--- src/rtl/dma_pkg.sv ---
package dma_pkg;
  typedef enum logic [2:0] {
    BS_IDLE,
    BS_RADDR,
    BS_READ,
    BS_WGAP,
    BS_WADDR,
    BS_WRITE
  } bus_state_e;
endpackage

--- src/rtl/dma_channel.sv ---
module dma_channel #(
  parameter int ADDR_W = 16,
  parameter int CNT_W  = 16
) (
  input  logic              clk_i,
  input  logic              rst_ni,
  input  logic              load_i,
  input  logic [ADDR_W-1:0] src_i,
  input  logic [ADDR_W-1:0] dst_i,
  input  logic [CNT_W-1:0]  cnt_i,
  input  logic              src_inc_i,
  input  logic              dst_inc_i,
  input  logic              step_i,
  output logic              busy_o,
  output logic              done_o,
  output logic [ADDR_W-1:0] src_o,
  output logic [ADDR_W-1:0] dst_o
);
  logic [ADDR_W-1:0] src_q, dst_q;
  logic [CNT_W-1:0]  cnt_q;
  logic              sinc_q, dinc_q, busy_q, done_q;
  logic              last_byte;

  // count of zero wraps through all values: 2^CNT_W bytes
  assign last_byte = (cnt_q == CNT_W'(1));

  always_ff @(posedge clk_i or negedge rst_ni) begin
    if (!rst_ni) begin
      src_q  <= '0;
      dst_q  <= '0;
      cnt_q  <= '0;
      sinc_q <= 1'b0;
      dinc_q <= 1'b0;
      busy_q <= 1'b0;
      done_q <= 1'b0;
    end else begin
      done_q <= step_i && busy_q && last_byte;
      if (load_i && !busy_q) begin
        src_q  <= src_i;
        dst_q  <= dst_i;
        cnt_q  <= cnt_i;
        sinc_q <= src_inc_i;
        dinc_q <= dst_inc_i;
        busy_q <= 1'b1;
      end else if (step_i && busy_q) begin
        if (sinc_q) src_q <= src_q + ADDR_W'(1);
        if (dinc_q) dst_q <= dst_q + ADDR_W'(1);
        cnt_q <= cnt_q - CNT_W'(1);
        if (last_byte) busy_q <= 1'b0;
      end
    end
  end

  assign busy_o = busy_q;
  assign done_o = done_q;
  assign src_o  = src_q;
  assign dst_o  = dst_q;

  p_step_when_busy_r7: assert property (@(posedge clk_i) disable iff (!rst_ni)
    step_i |-> busy_q);
  p_done_not_busy_r7: assert property (@(posedge clk_i) disable iff (!rst_ni)
    done_q |-> !busy_q);
  p_load_ignored_r2: assert property (@(posedge clk_i) disable iff (!rst_ni)
    (load_i && busy_q && !step_i) |=> ($stable(src_q) && $stable(dst_q) && $stable(cnt_q)));
  p_src_step_r5: assert property (@(posedge clk_i) disable iff (!rst_ni)
    (step_i && busy_q && sinc_q) |=> (src_q == $past(src_q) + ADDR_W'(1)));
endmodule

--- src/rtl/dma_arbiter.sv ---
module dma_arbiter #(
  parameter int NUM_CH = 2,
  parameter int CH_W   = 1
) (
  input  logic              clk_i,
  input  logic              rst_ni,
  input  logic [NUM_CH-1:0] req_i,
  output logic              any_o,
  output logic [CH_W-1:0]   idx_o
);
  logic [NUM_CH-1:0] grant;
  logic              found;

  // lowest index wins
  always_comb begin
    grant = '0;
    idx_o = '0;
    found = 1'b0;
    for (int i = 0; i < NUM_CH; i++) begin
      if (req_i[i] && !found) begin
        grant[i] = 1'b1;
        idx_o    = CH_W'(i);
        found    = 1'b1;
      end
    end
  end

  assign any_o = |req_i;

  p_grant_onehot_r8: assert property (@(posedge clk_i) disable iff (!rst_ni)
    $onehot0(grant));
  p_ch0_first_r8: assert property (@(posedge clk_i) disable iff (!rst_ni)
    req_i[0] |-> (grant[0] && idx_o == '0));
endmodule

--- src/rtl/dma_bus_seq.sv ---
module dma_bus_seq
  import dma_pkg::*;
#(
  parameter int ADDR_W = 16,
  parameter int DATA_W = 8,
  parameter int CH_W   = 1
) (
  input  logic                     clk_i,
  input  logic                     rst_ni,
  input  logic                     req_any_i,
  input  logic [CH_W-1:0]          grant_idx_i,
  input  logic                     hlda_i,
  input  logic [ADDR_W-1:0]        src_i,
  input  logic [ADDR_W-1:0]        dst_i,
  input  logic [DATA_W-1:0]        ad_i,
  output logic [CH_W-1:0]          sel_o,
  output logic                     active_o,
  output logic                     step_o,
  output logic                     ale_o,
  output logic                     rd_no,
  output logic                     wr_no,
  output logic [DATA_W-1:0]        ad_o,
  output logic                     ad_oe_o,
  output logic [ADDR_W-DATA_W-1:0] addr_hi_o
);
  bus_state_e        state_q, state_d;
  logic [CH_W-1:0]   sel_q;
  logic [DATA_W-1:0] data_q;

  always_comb begin
    state_d = state_q;
    unique case (state_q)
      BS_IDLE:  if (req_any_i && hlda_i) state_d = BS_RADDR;
      BS_RADDR: state_d = BS_READ;
      BS_READ:  state_d = hlda_i ? BS_WADDR : BS_WGAP;
      BS_WGAP:  if (hlda_i) state_d = BS_WADDR;
      BS_WADDR: state_d = BS_WRITE;
      BS_WRITE: state_d = BS_IDLE;
      default:  state_d = BS_IDLE;
    endcase
  end

  always_ff @(posedge clk_i or negedge rst_ni) begin
    if (!rst_ni) begin
      state_q <= BS_IDLE;
      sel_q   <= '0;
      data_q  <= '0;
    end else begin
      state_q <= state_d;
      if (state_q == BS_IDLE) sel_q <= grant_idx_i;
      if (state_q == BS_READ) data_q <= ad_i;
    end
  end

  always_comb begin
    ale_o     = 1'b0;
    rd_no     = 1'b1;
    wr_no     = 1'b1;
    ad_o      = '0;
    ad_oe_o   = 1'b0;
    addr_hi_o = '0;
    unique case (state_q)
      BS_RADDR: begin
        ale_o     = 1'b1;
        ad_oe_o   = 1'b1;
        ad_o      = src_i[DATA_W-1:0];
        addr_hi_o = src_i[ADDR_W-1:DATA_W];
      end
      BS_READ: begin
        rd_no     = 1'b0;
        addr_hi_o = src_i[ADDR_W-1:DATA_W];
      end
      BS_WADDR: begin
        ale_o     = 1'b1;
        ad_oe_o   = 1'b1;
        ad_o      = dst_i[DATA_W-1:0];
        addr_hi_o = dst_i[ADDR_W-1:DATA_W];
      end
      BS_WRITE: begin
        wr_no     = 1'b0;
        ad_oe_o   = 1'b1;
        ad_o      = data_q;
        addr_hi_o = dst_i[ADDR_W-1:DATA_W];
      end
      default: ;
    endcase
  end

  assign sel_o    = sel_q;
  assign active_o = (state_q != BS_IDLE);
  assign step_o   = (state_q == BS_WRITE);

  p_strobe_excl_r4: assert property (@(posedge clk_i) disable iff (!rst_ni)
    !(!rd_no && !wr_no));
  p_read_after_addr_r4: assert property (@(posedge clk_i) disable iff (!rst_ni)
    (state_q == BS_RADDR) |=> !rd_no);
  p_write_after_addr_r4: assert property (@(posedge clk_i) disable iff (!rst_ni)
    (state_q == BS_WADDR) |=> (!wr_no && ad_oe_o));
  p_idle_waits_hlda_r3: assert property (@(posedge clk_i) disable iff (!rst_ni)
    (state_q == BS_IDLE && !hlda_i) |=> !ale_o);
  p_gap_waits_hlda_r9: assert property (@(posedge clk_i) disable iff (!rst_ni)
    (state_q == BS_WGAP && !hlda_i) |=> (state_q == BS_WGAP));
  p_sel_stable_r8: assert property (@(posedge clk_i) disable iff (!rst_ni)
    (state_q != BS_IDLE) |=> (state_q == BS_IDLE || $stable(sel_q)));
endmodule

--- src/rtl/dual_dma_ctrl.sv ---
module dual_dma_ctrl #(
  parameter int  ADDR_W = 16,
  parameter int  DATA_W = 8,
  parameter int  CNT_W  = 16,
  parameter int  NUM_CH = 2,
  localparam int CH_W   = (NUM_CH > 1) ? $clog2(NUM_CH) : 1
) (
  input  logic                     clk_i,
  input  logic                     rst_ni,
  input  logic                     cfg_we_i,
  input  logic [CH_W-1:0]          cfg_ch_i,
  input  logic [ADDR_W-1:0]        cfg_src_i,
  input  logic [ADDR_W-1:0]        cfg_dst_i,
  input  logic [CNT_W-1:0]         cfg_cnt_i,
  input  logic                     cfg_src_inc_i,
  input  logic                     cfg_dst_inc_i,
  output logic [NUM_CH-1:0]        ch_busy_o,
  output logic [NUM_CH-1:0]        ch_done_o,
  output logic                     hold_o,
  input  logic                     hlda_i,
  output logic                     ale_o,
  output logic                     rd_no,
  output logic                     wr_no,
  output logic [DATA_W-1:0]        ad_o,
  input  logic [DATA_W-1:0]        ad_i,
  output logic                     ad_oe_o,
  output logic [ADDR_W-DATA_W-1:0] addr_hi_o
);
  logic [ADDR_W-1:0] src_arr [NUM_CH];
  logic [ADDR_W-1:0] dst_arr [NUM_CH];
  logic [NUM_CH-1:0] busy, done;
  logic [CH_W-1:0]   grant_idx, sel;
  logic              req_any, active, step;

  for (genvar c = 0; c < NUM_CH; c++) begin : g_ch
    dma_channel #(.ADDR_W(ADDR_W), .CNT_W(CNT_W)) i_ch (
      .clk_i     (clk_i),
      .rst_ni    (rst_ni),
      .load_i    (cfg_we_i && (cfg_ch_i == CH_W'(c))),
      .src_i     (cfg_src_i),
      .dst_i     (cfg_dst_i),
      .cnt_i     (cfg_cnt_i),
      .src_inc_i (cfg_src_inc_i),
      .dst_inc_i (cfg_dst_inc_i),
      .step_i    (step && (sel == CH_W'(c))),
      .busy_o    (busy[c]),
      .done_o    (done[c]),
      .src_o     (src_arr[c]),
      .dst_o     (dst_arr[c])
    );
  end

  dma_arbiter #(.NUM_CH(NUM_CH), .CH_W(CH_W)) i_arb (
    .clk_i  (clk_i),
    .rst_ni (rst_ni),
    .req_i  (busy),
    .any_o  (req_any),
    .idx_o  (grant_idx)
  );

  dma_bus_seq #(.ADDR_W(ADDR_W), .DATA_W(DATA_W), .CH_W(CH_W)) i_seq (
    .clk_i       (clk_i),
    .rst_ni      (rst_ni),
    .req_any_i   (req_any),
    .grant_idx_i (grant_idx),
    .hlda_i      (hlda_i),
    .src_i       (src_arr[sel]),
    .dst_i       (dst_arr[sel]),
    .ad_i        (ad_i),
    .sel_o       (sel),
    .active_o    (active),
    .step_o      (step),
    .ale_o       (ale_o),
    .rd_no       (rd_no),
    .wr_no       (wr_no),
    .ad_o        (ad_o),
    .ad_oe_o     (ad_oe_o),
    .addr_hi_o   (addr_hi_o)
  );

  assign hold_o    = req_any || active;
  assign ch_busy_o = busy;
  assign ch_done_o = done;

  p_hold_covers_bus_r3: assert property (@(posedge clk_i) disable iff (!rst_ni)
    (!rd_no || !wr_no || ale_o) |-> hold_o);
  p_done_releases_r7: assert property (@(posedge clk_i) disable iff (!rst_ni)
    ((|done) && !(|busy)) |-> !hold_o);
endmodule

--- config.mk ---
export PLATFORM = sky130hd
export DESIGN_NAME = dual_dma_ctrl
export DESIGN_NICKNAME = d
export VERILOG_FILES = /design/src/rtl/dma_pkg.sv /design/src/rtl/dma_channel.sv /design/src/rtl/dma_arbiter.sv /design/src/rtl/dma_bus_seq.sv /design/src/rtl/dual_dma_ctrl.sv
export SDC_FILE = /design/constraint.sdc
export NUM_CORES = 1
export LEC_CHECK = 0
export ABC_AREA = 1
export BUFFER_PORTS_ARGS = -buffer_cell sky130_fd_sc_hd__buf_2
export CAP_MARGIN = 25
export CORE_ASPECT_RATIO = 0.9
export CORE_MARGIN = 1.5
export CORE_UTILIZATION = 50
export CTS_CLUSTER_SIZE = 12
export DETAILED_ROUTE_END_ITERATION = 10
export GPL_TIMING_DRIVEN = 0
export PLACE_DENSITY_LB_ADDON = 0.05
export SETUP_SLACK_MARGIN = 0.15
export SYNTH_ARGS = -nofsm -noshare
export SYNTH_HDL_FRONTEND = slang
export SYNTH_SLANG_ARGS = --single-unit
--- constraint.sdc ---
create_clock -name clk_i -period 2.2 [get_ports clk_i]
set_input_delay 0.33 -clock clk_i [delete_from_list [all_inputs] [get_ports clk_i]]
set_output_delay 0.33 -clock clk_i [all_outputs]
set_load 0.02 [all_outputs]
==> flow_summary.json, run 1 <==
{
  "status": "finished clean",
  "gp_congestion": 0.9437,
  "instances_no_fill": 1642,
  "placed_area_um2": 8984,
  "final_area_um2": 9953,
  "syn_area_um2": 8255,
  "overflow": 0,
  "via_per_inst": 5.432,
  "ctsHtreeMaxLevel": 4,
  "synth.largest_area_cell": "dfrtp_1",
  "syn-num-nets": 1381,
  "drc": 0,
  "pwr-share-comb_pct": 34.4,
  "cp_max_fo": 7,
  "place_hpwl_um": 19590,
  "antenna_found_initial": 0,
  "synth_seq_cells": 116,
  "ir_drop_uv": 820.8,
  "hold_path.class": "primary input to flip-flop",
  "ant_nets": 0,
  "ys_types": 40,
  "grt_setup_unrepaired": "true",
  "drtIter0Drc": 902,
  "dr.pass1.iters": 6,
  "cts_sinks": 116,
  "grtUsageTotal_pct": 31.75,
  "clk_pin_slew_ps": 60,
  "worst-setup-path-type": "flip-flop to primary output",
  "p_leak_nw": 5.209,
  "async_reset_ff_share_pct": 100.0,
  "fin_nets": 1496,
  "antenna_cells": 0,
  "switchingPower_mw": 3.403,
  "core_area_um2": 16130,
  "die_h_um": 124.9,
  "ys_top_cells_by_area": "dfrtp_1 35%, nand2_1 23%, nor2_1 8.9%, nand3_1 6.7%, inv_1 5.8%",
  "period_needed_ps": 2040,
  "syn2layout_area_growth_pct": 20.57,
  "critPathLaunchType": "flip-flop",
  "drv_cap": 0,
  "cts_buffers": 17,
  "die-area_um2": 17290,
  "die_x_um": 138.4,
  "worst_setup_path_end_kind": "primary output",
  "synth_edf_count": 0,
  "cts_buffer_depth": 2,
  "hold_viol_final": 0,
  "grt_pass1_wl_um": 42900,
  "port_buffers": 87,
  "hold_ws_ps": 134.6,
  "ys.flop_type": "dfrtp_1",
  "synth_area_per_cell_um2": 6.302,
  "grt_pass1_vias": 8074,
  "row_count": 44,
  "yosysWarnings": 0,
  "relSlewSlack_pct": 51.96,
  "p_int_mw": 5.564,
  "cts_tree": "built",
  "start_util_pct": 51.18,
  "power_frac_seq_pct": 34.0,
  "placedCellCount": 1605,
  "routedWlPerCell_um": 16.43,
  "synth_cells": 1310,
  "drive_gt1_share_pct": 15.61,
  "design.portCount": 88,
  "yosysTopAreaCellShare_pct": 35.16,
  "grt_max_degree": 66,
  "required_ps": 1870,
  "fin_crit_sh_pct": 92.74,
  "clk-insertion-delay-late_ps": 430,
  "finalMaxSlewViolations": 0,
  "critPathArrivalTime_ps": 1710,
  "clkPwrFrac_pct": 31.6,
  "final_util_pct": 61.70,
  "setup_viol": 0,
  "finClkSkew_ps": 6.815,
  "tns_ps": 0,
  "fillCellCount": 1543,
  "power.density_nw_per_um2": 900.9,
  "tightest_slew_ps": 720.6,
  "wl_um": 26970,
  "clockRootBuffer": "clkbuf_16",
  "fmax_mhz": 490.1,
  "switching_share_pct": 37.95,
  "yosysSeqAreaShare_pct": 35.16,
  "route.vias.total": 8920
}
## power groups by stage
stage               Combinational [mW]  Clock, mW  Sequential, mW
floorplan                         1.96          0            2.94
global placement                  2.65          0            3.05
detailed placement                2.71          0            3.06
CTS                               2.87       2.84            3.04
global route                      3.43       2.95            3.12
finish                            3.08       2.83            3.05
## cell families after synthesis
family,after synthesis,synth area share [%]
buffers and inverters,172,8.533
AOI/OAI and AO/OA,134,9.124
and+or+nand+nor,851,42.65
adders and majority gates,8,1.213
DFF,116,35.16
xor gates and xnor gates,21,2.228
muxes,8,1.091
## what timing repair did
action                                  in CTS  in global routing
buffers inserted                             3                  2
cloned                                       1                  2
gates resized for setup                     61                 56
hold endpoints to repair                    51                  0
hold buffers                                 1                  0
pin swaps                                    3                  6
endpoints found under the setup margin      16                 28
## Yosys cell counts (3+ instances only)
library cell  instances
buf_1                 3
mux2_2                8
nor2_2                5
clkbuf_1             12
o21ai_1               4
ha_1                  8
buf_4                 4
a22o_1                8
o211ai_1             12
xnor2_1               7
xor2_1               14
inv_2                 3
dfrtp_1             116
nand4_1              21
nor2_1              196
o21ai_0              94
a21oi_1               5
or2_2                 4
o22ai_1               3
nand3b_1              5
nand3_1             111
inv_1               127
buf_2                19
nand2_1             496
## per-stage QoR
stage / total power, mW / setup slack (ps)
finish: 8.967 / 159.7
global route: 9.496 / 115.7
CTS: 8.749 / 143.2
detailed placement: 5.763 / -275.6
global placement: 5.705 / -823.6
floorplan: 4.897 / 529.8
## placed cells by master (no fill, tap or decap), types with 3 or more instances in the layout
cell type / synthesis / routed
nand2_1: 496 / 485
nor2_1: 196 / 194
inv_1: 127 / 124
dfrtp_1: 116 / 113
nand3_1: 111 / 110
buf_2: 19 / 94
o21ai_0: 94 / 68
nand4_1: 21 / 21
clkbuf_16: 0 / 19
buf_4: 4 / 18
xor2_1: 14 / 14
o21ai_1: 4 / 14
o211ai_1: 12 / 12
o21ai_2: 1 / 11
nand2_2: 1 / 9
clkbuf_1: 12 / 8
buf_6: 2 / 8
mux2_2: 8 / 8
a22o_1: 8 / 8
ha_1: 8 / 8
xnor2_1: 7 / 7
nor2_2: 5 / 6
o21ai_4: 0 / 6
clkbuf_8: 0 / 6
nand3b_1: 5 / 5
a21oi_1: 5 / 5
nand2_4: 2 / 4
or2_2: 4 / 4
inv_2: 3 / 4
inv_4: 2 / 4
nand3_4: 2 / 3
nor2_4: 2 / 3
o22ai_1: 3 / 3
dfrtp_2: 0 / 3
## worst paths after layout
check                                 from                     end  slack [ps]  depth (start not counted)
max reg2reg                    i_seq.sel_o   g_ch[0].i_ch.src_o[8]         230                         11
min reg2reg                i_seq.data_q[7]         i_seq.data_q[7]         500                          1
max in group asynchronous           rst_ni        i_seq.state_q[2]        1040                          3
min                                ad_i[3]         i_seq.data_q[3]         130                          2
max                            i_seq.sel_o            addr_hi_o[2]         160                          5
min in group asynchronous           rst_ni  g_ch[0].i_ch.cnt_q[13]         430                          2
## final cells by class
type	count	area [um^2]	area share, %
Multi-Input combinational cell	1022	4827	48.50
Sequential cell	116	2907	29.20
Clock buffer	25	515.5	5.179
Buffer	40	291.5	2.929
Clock inverter	4	70.07	0.7040
Tap cell	207	259.0	2.602
Timing Repair Buffer	96	578.1	5.808
Inverter	132	505.5	5.079
## metal layers
metal	track usage, %	routed length (um)	part of all wire (%)	up-vias
met5	0	0	0	-
met3	7.574	2447	9.1	44
met1	47.47	12630	47	4101
li1	-	-	-	4386
met4	8.111	469	1.7	0
met2	46.01	11430	42	389
## registers in the layout, indices dropped and copies added, names as in the netlist
signal	count
g_ch.i_ch.busy_o	2
g_ch.i_ch.cnt_q	32
g_ch.i_ch.dinc_q	2
g_ch.i_ch.done_o	2
g_ch.i_ch.dst_o	32
g_ch.i_ch.sinc_q	2
g_ch.i_ch.src_o	32
i_seq.data_q	8
i_seq.sel_o	1
i_seq.state_q	3
## critical path, cell delays in order, from the launching register on
cell and delay, ps:
dfrtp_2 440, buf_12 160, clkbuf_16 150, o21ai_1 200, a22o_1 190, buf_4 140
No activity file was read; power rests on OpenSTA's default activity.
==> run 2, diff against run 1 <==
--- a/config.mk
+++ b/config.mk
@@ -10,7 +10,7 @@
 export CAP_MARGIN = 25
 export CORE_ASPECT_RATIO = 0.9
 export CORE_MARGIN = 1.5
-export CORE_UTILIZATION = 50
+export CORE_UTILIZATION = 45
 export CTS_CLUSTER_SIZE = 12
 export DETAILED_ROUTE_END_ITERATION = 10
 export GPL_TIMING_DRIVEN = 0
==> run 2 against run 1 <==
Effect of this change:
- critical path depth unchanged
- final cell count up 2.2%
- worst setup slack worse by 11 ps
- register-to-register slack better by 50 ps
- cell area up 2.3%
- global-route usage down 2.1 points
- total power up 5.9%
- clock-buffer cell count down 8
- sequential cell count unchanged
- fmax down 0.56%
- non-clock buffer count unchanged
==> flow_summary.json, run 2 (synthesis gave the netlist of run 1 again) <==
{
  "status": "finished clean",
  "worstPathCellList": "buf_12, nand3_4, nand2_4, a22o_1, buf_4",
  "p_leak_nw": 5.280,
  "clk-insertion-delay-late_ps": 430,
  "critPathCapture": "addr_hi_o[5]",
  "worst-setup-path-type": "flip-flop to primary output",
  "clk_pin_slew_ps": 60,
  "routedWlPerCell_um": 16.61,
  "setup_slack_ps": 148.3,
  "critical-path-top-delay-family": "flip-flops",
  "crit_path_max_incr_delay_ps": 470,
  "tns_ps": 0,
  "whs_path_depth": 2,
  "grt_setup_unrepaired": "true",
  "dr.pass1.iters": 8,
  "tightest_slew_ps": 768.9,
  "critPathLaunchType": "flip-flop",
  "overflow": 0,
  "ant_nets": 0,
  "critPathArrivalTime_ps": 1720,
  "fin_nets": 1496,
  "drc": 0,
  "worst_setup_path_end_kind": "primary output",
  "die_h_um": 131.5,
  "reg2reg_depth": 6,
  "preCtsSetupSlack_ps": -232.4,
  "via_per_inst": 5.319,
  "finClkSkew_ps": 10.08,
  "clockRootBuffer": "clkbuf_16",
  "cts_tree": "built",
  "grtUsageTotal_pct": 29.68,
  "crit_path_top_delay_cell": "dfrtp_2",
  "gp_congestion": 0.9173,
  "core_area_um2": 17780,
  "required_ps": 1870,
  "cts_buffer_depth": 2,
  "fmax_mhz": 487.4,
  "power.density_nw_per_um2": 933.1,
  "cp.depth": 5,
  "cts_buffers": 17,
  "start_util_pct": 46.42,
  "die-area_um2": 19170,
  "crit-reg2reg-launch": "g_ch[1].i_ch.busy_o",
  "route.vias.total": 8926,
  "wl_um": 27870,
  "design.portCount": 88,
  "grt_max_degree": 74,
  "reg2reg_slack_ps": 280,
  "die_x_um": 145.8,
  "row_count": 46,
  "relSlewSlack_pct": 48.74,
  "finalMaxSlewViolations": 0,
  "cp_max_fo": 8,
  "place_hpwl_um": 20410,
  "ctsHtreeMaxLevel": 4,
  "syn2layout_area_growth_pct": 23.28,
  "fin_crit_sh_pct": 93.26,
  "antenna_found_initial": 0,
  "hold_path.class": "primary input to flip-flop",
  "drv_cap": 0,
  "drtIter0Drc": 854,
  "period_needed_ps": 2052,
  "drive_gt1_share_pct": 16.41,
  "setup_viol": 0,
  "crit_path_start": "i_seq.state_q[0]",
  "port_buffers": 87,
  "hold_path.startpoint": "ad_i[3]",
  "hold_viol_final": 0,
  "final_common_cell": "nand2_1",
  "final_cell_mix": "478 x nand2_1, 194 x nor2_1, 124 x inv_1",
  "cts_sinks": 116,
  "antenna_cells": 0,
  "timing.rr.end": "g_ch[1].i_ch.cnt_q[6]",
  "worst-path-buf-inv": 2,
  "grt_pass1_vias": 8237,
  "grt_pass1_wl_um": 44420,
  "ir_drop_uv": 581.1
}
[run 2: cell types whose count changed in the layout (fill, tap and decap cells not counted), moves of 4 or more]
| cell | previous run | this run |
|---|---|---|
| nand3_1 | 110 | 105 |
| buf_2 | 94 | 90 |
| o21ai_2 | 11 | 7 |
| clkinvlp_4 | 0 | 4 |
| bufinv_16 | 2 | 6 |
| nand2_2 | 9 | 16 |
| nand3_2 | 1 | 6 |
| nand2_1 | 485 | 478 |
| clkbuf_8 | 6 | 0 |
[run 2: routing by layer]
metal / GRT usage [%] / part of all wire [%]
met1: 44.59 / 48
met2: 42.04 / 41
met4: 9.127 / 2.2
met5: 0 / 0
met3: 6.424 / 8.1
[run 2: how the worst min path moves through the flow]
stage / slack, ps / to
2_1_floorplan: 30 / g_ch[0].i_ch.busy_o
3_3_place_gp: 490 / g_ch[0].i_ch.dst_o[15]
3_5_place_dp: 290 / g_ch[0].i_ch.cnt_q[13]
4_1_cts: 120 / i_seq.data_q[3]
5_1_grt: 130 / i_seq.data_q[7]
6_report: 130 / i_seq.data_q[3]
[run 2: area by class of cell]
class | instances | area (um^2)
Buffer | 40 | 304.0
Clock buffer | 17 | 425.4
Clock inverter | 15 | 254.0
Fill cell | 1756 | 7607
Inverter | 132 | 513.0
Multi-Input combinational cell | 1022 | 4846
Sequential cell | 116 | 2907
Tap cell | 240 | 300.3
Timing Repair Buffer | 96 | 628.1
[run 2: worst reg2reg max path: cells and delay by family, from the launching register on]
kind	cells	cell delay (ps)
buf+inv	2	710
simple gates	3	400
compound gates	1	210
flops	1	480
[run 2: timing repair]
item                                    in CTS  in global routing
buffers inserted                             3                  2
endpoints found under the hold margin       43                  0
cloned                                       1                  1
hold buffers                                 1                  0
endpoints found under the setup margin      17                 34
resized for setup                           84                 50
pin swaps                                    3                  9
[run 2: power breakdown]
group / internal (mW) / switching [mW]
Combinational: 1.21 / 1.91
Clock: 2.13 / 1.15
Sequential: 2.58 / 0.508
[run 2: through the flow]
| stage | cells | utilization [%] | total power, mW | hold slack [ps] | instance area (um^2) |
|---|---|---|---|---|---|
| 2_1_floorplan | 1310 | - | 4.897 | 34.41 | 8255 |
| 3_3_place_gp | 1637 | 50.56 | 5.735 | 488.3 | 8991 |
| 3_5_place_dp | 1638 | 50.75 | 5.775 | 294.9 | 9025 |
| 4_1_cts | 1675 | 56.33 | 9.300 | 118.7 | 10020 |
| 5_1_grt | 1678 | 57.23 | 10.04 | 127.4 | 10180 |
| 6_report | 1678 | 57.23 | 9.496 | 125.3 | 10180 |
==> run 3, diff against run 2 <==
--- a/config.mk
+++ b/config.mk
@@ -6,7 +6,7 @@
 export NUM_CORES = 1
 export LEC_CHECK = 0
 export ABC_AREA = 1
-export BUFFER_PORTS_ARGS = -buffer_cell sky130_fd_sc_hd__buf_2
+export BUFFER_PORTS_ARGS = -buffer_cell sky130_fd_sc_hd__buf_4
 export CAP_MARGIN = 25
 export CORE_ASPECT_RATIO = 0.9
 export CORE_MARGIN = 1.5
==> run 3 against run 2 <==
Effect of this change:
- clock skew is 1.8 ps lower
- fmax is 0.50% higher
- hold slack better by 5.8 ps
- combinational power is 1% higher
- critical endpoint is now ad_o[7]
==> flow_summary.json, run 3 (synthesis gave the netlist of run 1 again) <==
{
  "place_hpwl_um": 20260,
  "gp_congestion": 0.9265,
  "route.vias.total": 8863,
  "wl_um": 27510,
  "routedWlPerCell_um": 16.44,
  "hold_viol_final": 0,
  "drv_cap": 0,
  "port_buffers": 87,
  "grtUsageTotal_pct": 29.27,
  "required_ps": 1870,
  "ctsHtreeMaxLevel": 4,
  "clk_pin_slew_ps": 60,
  "design.portCount": 88,
  "critPathLaunchType": "flip-flop",
  "final_util_pct": 57.57,
  "start_util_pct": 46.42,
  "grt_setup_unrepaired": "true",
  "final_area_um2": 10240,
  "preCtsSetupSlack_ps": -234.8,
  "row_count": 46,
  "hold_path.class": "primary input to flip-flop",
  "finalMaxSlewViolations": 0,
  "dr.pass1.iters": 5,
  "tns_ps": 0,
  "cts_sinks": 116,
  "antenna_cells": 0,
  "power.density_nw_per_um2": 908.9,
  "die-area_um2": 19170,
  "setup_slack_ps": 158.4,
  "relSlewSlack_pct": 48.13,
  "grt_max_degree": 69,
  "tightest_slew_ps": 778.0,
  "clk-insertion-delay-late_ps": 430,
  "worst_setup_path_end_kind": "primary output",
  "grt_pass1_wl_um": 43790,
  "fin_crit_sh_pct": 92.80,
  "antenna_found_initial": 1,
  "cts_tree": "built",
  "syn2layout_area_growth_pct": 24.02,
  "power.total_mw": 9.306,
  "core_area_um2": 17780,
  "p_leak_nw": 5.313,
  "fin_nets": 1492,
  "ant_nets": 0,
  "drive_gt1_share_pct": 16.12,
  "cts_buffers": 17,
  "overflow": 0,
  "finClkSkew_ps": 8.248,
  "placed_area_um2": 9240,
  "fmax_mhz": 489.8,
  "hold_ws_ps": 131.1,
  "final_cell_mix": "480 x nand2_1, 194 x nor2_1, 124 x inv_1",
  "instances_no_fill": 1673,
  "drtIter0Drc": 922,
  "fillCellCount": 1796,
  "status": "finished clean",
  "drc": 0,
  "final_common_cell": "nand2_1",
  "die_h_um": 131.5,
  "grt_pass1_vias": 8034,
  "reg2reg_slack_ps": 250,
  "cts_buffer_depth": 2,
  "clockRootBuffer": "clkbuf_16",
  "cp_max_fo": 10,
  "worst-setup-path-type": "flip-flop to primary output",
  "period_needed_ps": 2042,
  "critPathArrivalTime_ps": 1710,
  "placedCellCount": 1638,
  "die_x_um": 145.8,
  "setup_viol": 0,
  "via_per_inst": 5.298,
  "ir_drop_uv": 656.3
}
run 3: cell count changes in the layout (fill, tap and decap cells not counted), sizes merged:
cell      previous run  this run
clkinvlp             4         2
inv                134       132
bufinv               6         4
buf                124       119
clkbuf              28        34
run 3: cell type report:
type                    instances  area (um^2)  share of cell area, %
inverters                     132        513.0                  5.010
repair buffers                 92        747.0                  7.296
multi-input cells            1022         4850                  47.37
clock inverters                 9        150.1                  1.466
plain buffers                  40        287.8                  2.811
flip-flops and latches        116         2907                  28.39
clock buffers                  22        484.2                  4.729
well taps                     240        300.3                  2.933
run 3: power breakdown:
group          switching, mW  internal [mW]
clock network           1.06           2.00
logic                   1.91           1.25
registers              0.501           2.58
run 3: worst paths after layout:
check                                        from                      to  cells past startpoint
max                                   i_seq.sel_o                 ad_o[7]                      7
min                                 cfg_cnt_i[15]  g_ch[0].i_ch.cnt_q[15]                      3
max in group asynchronous                  rst_ni        i_seq.state_q[1]                      3
min reg2reg                g_ch[0].i_ch.src_o[15]  g_ch[0].i_ch.src_o[15]                      2
min in group asynchronous                  rst_ni   g_ch[1].i_ch.dst_o[8]                      2
max reg2reg                   g_ch[1].i_ch.busy_o   g_ch[1].i_ch.src_o[5]                      7
run 3: repair_timing:
item	CTS	global route
endpoints found under the hold margin	48	0
hold buffers	1	0
buffers inserted	3	0
resized for setup	55	59
endpoints found under the setup margin	16	38
pin swaps	5	10
run 3: layer usage:
| layer | GRT usage, % | share of wire (%) | vias to the layer above |
|---|---|---|---|
| met5 | 0 | 0 | - |
| met4 | 6.633 | 1.1 | 0 |
| met3 | 5.972 | 8.3 | 29 |
| met2 | 42.99 | 43 | 358 |
| met1 | 43.85 | 48 | 4099 |
| li1 | - | - | 4377 |
run 3: critical path, cell delays in order (launching register included):
cell	delay, ps
dfrtp_1	400
buf_8	160
clkbuf_16	180
nand2_1	90
o21ai_2	60
nand2_1	120
nand3_2	110
buf_4	170
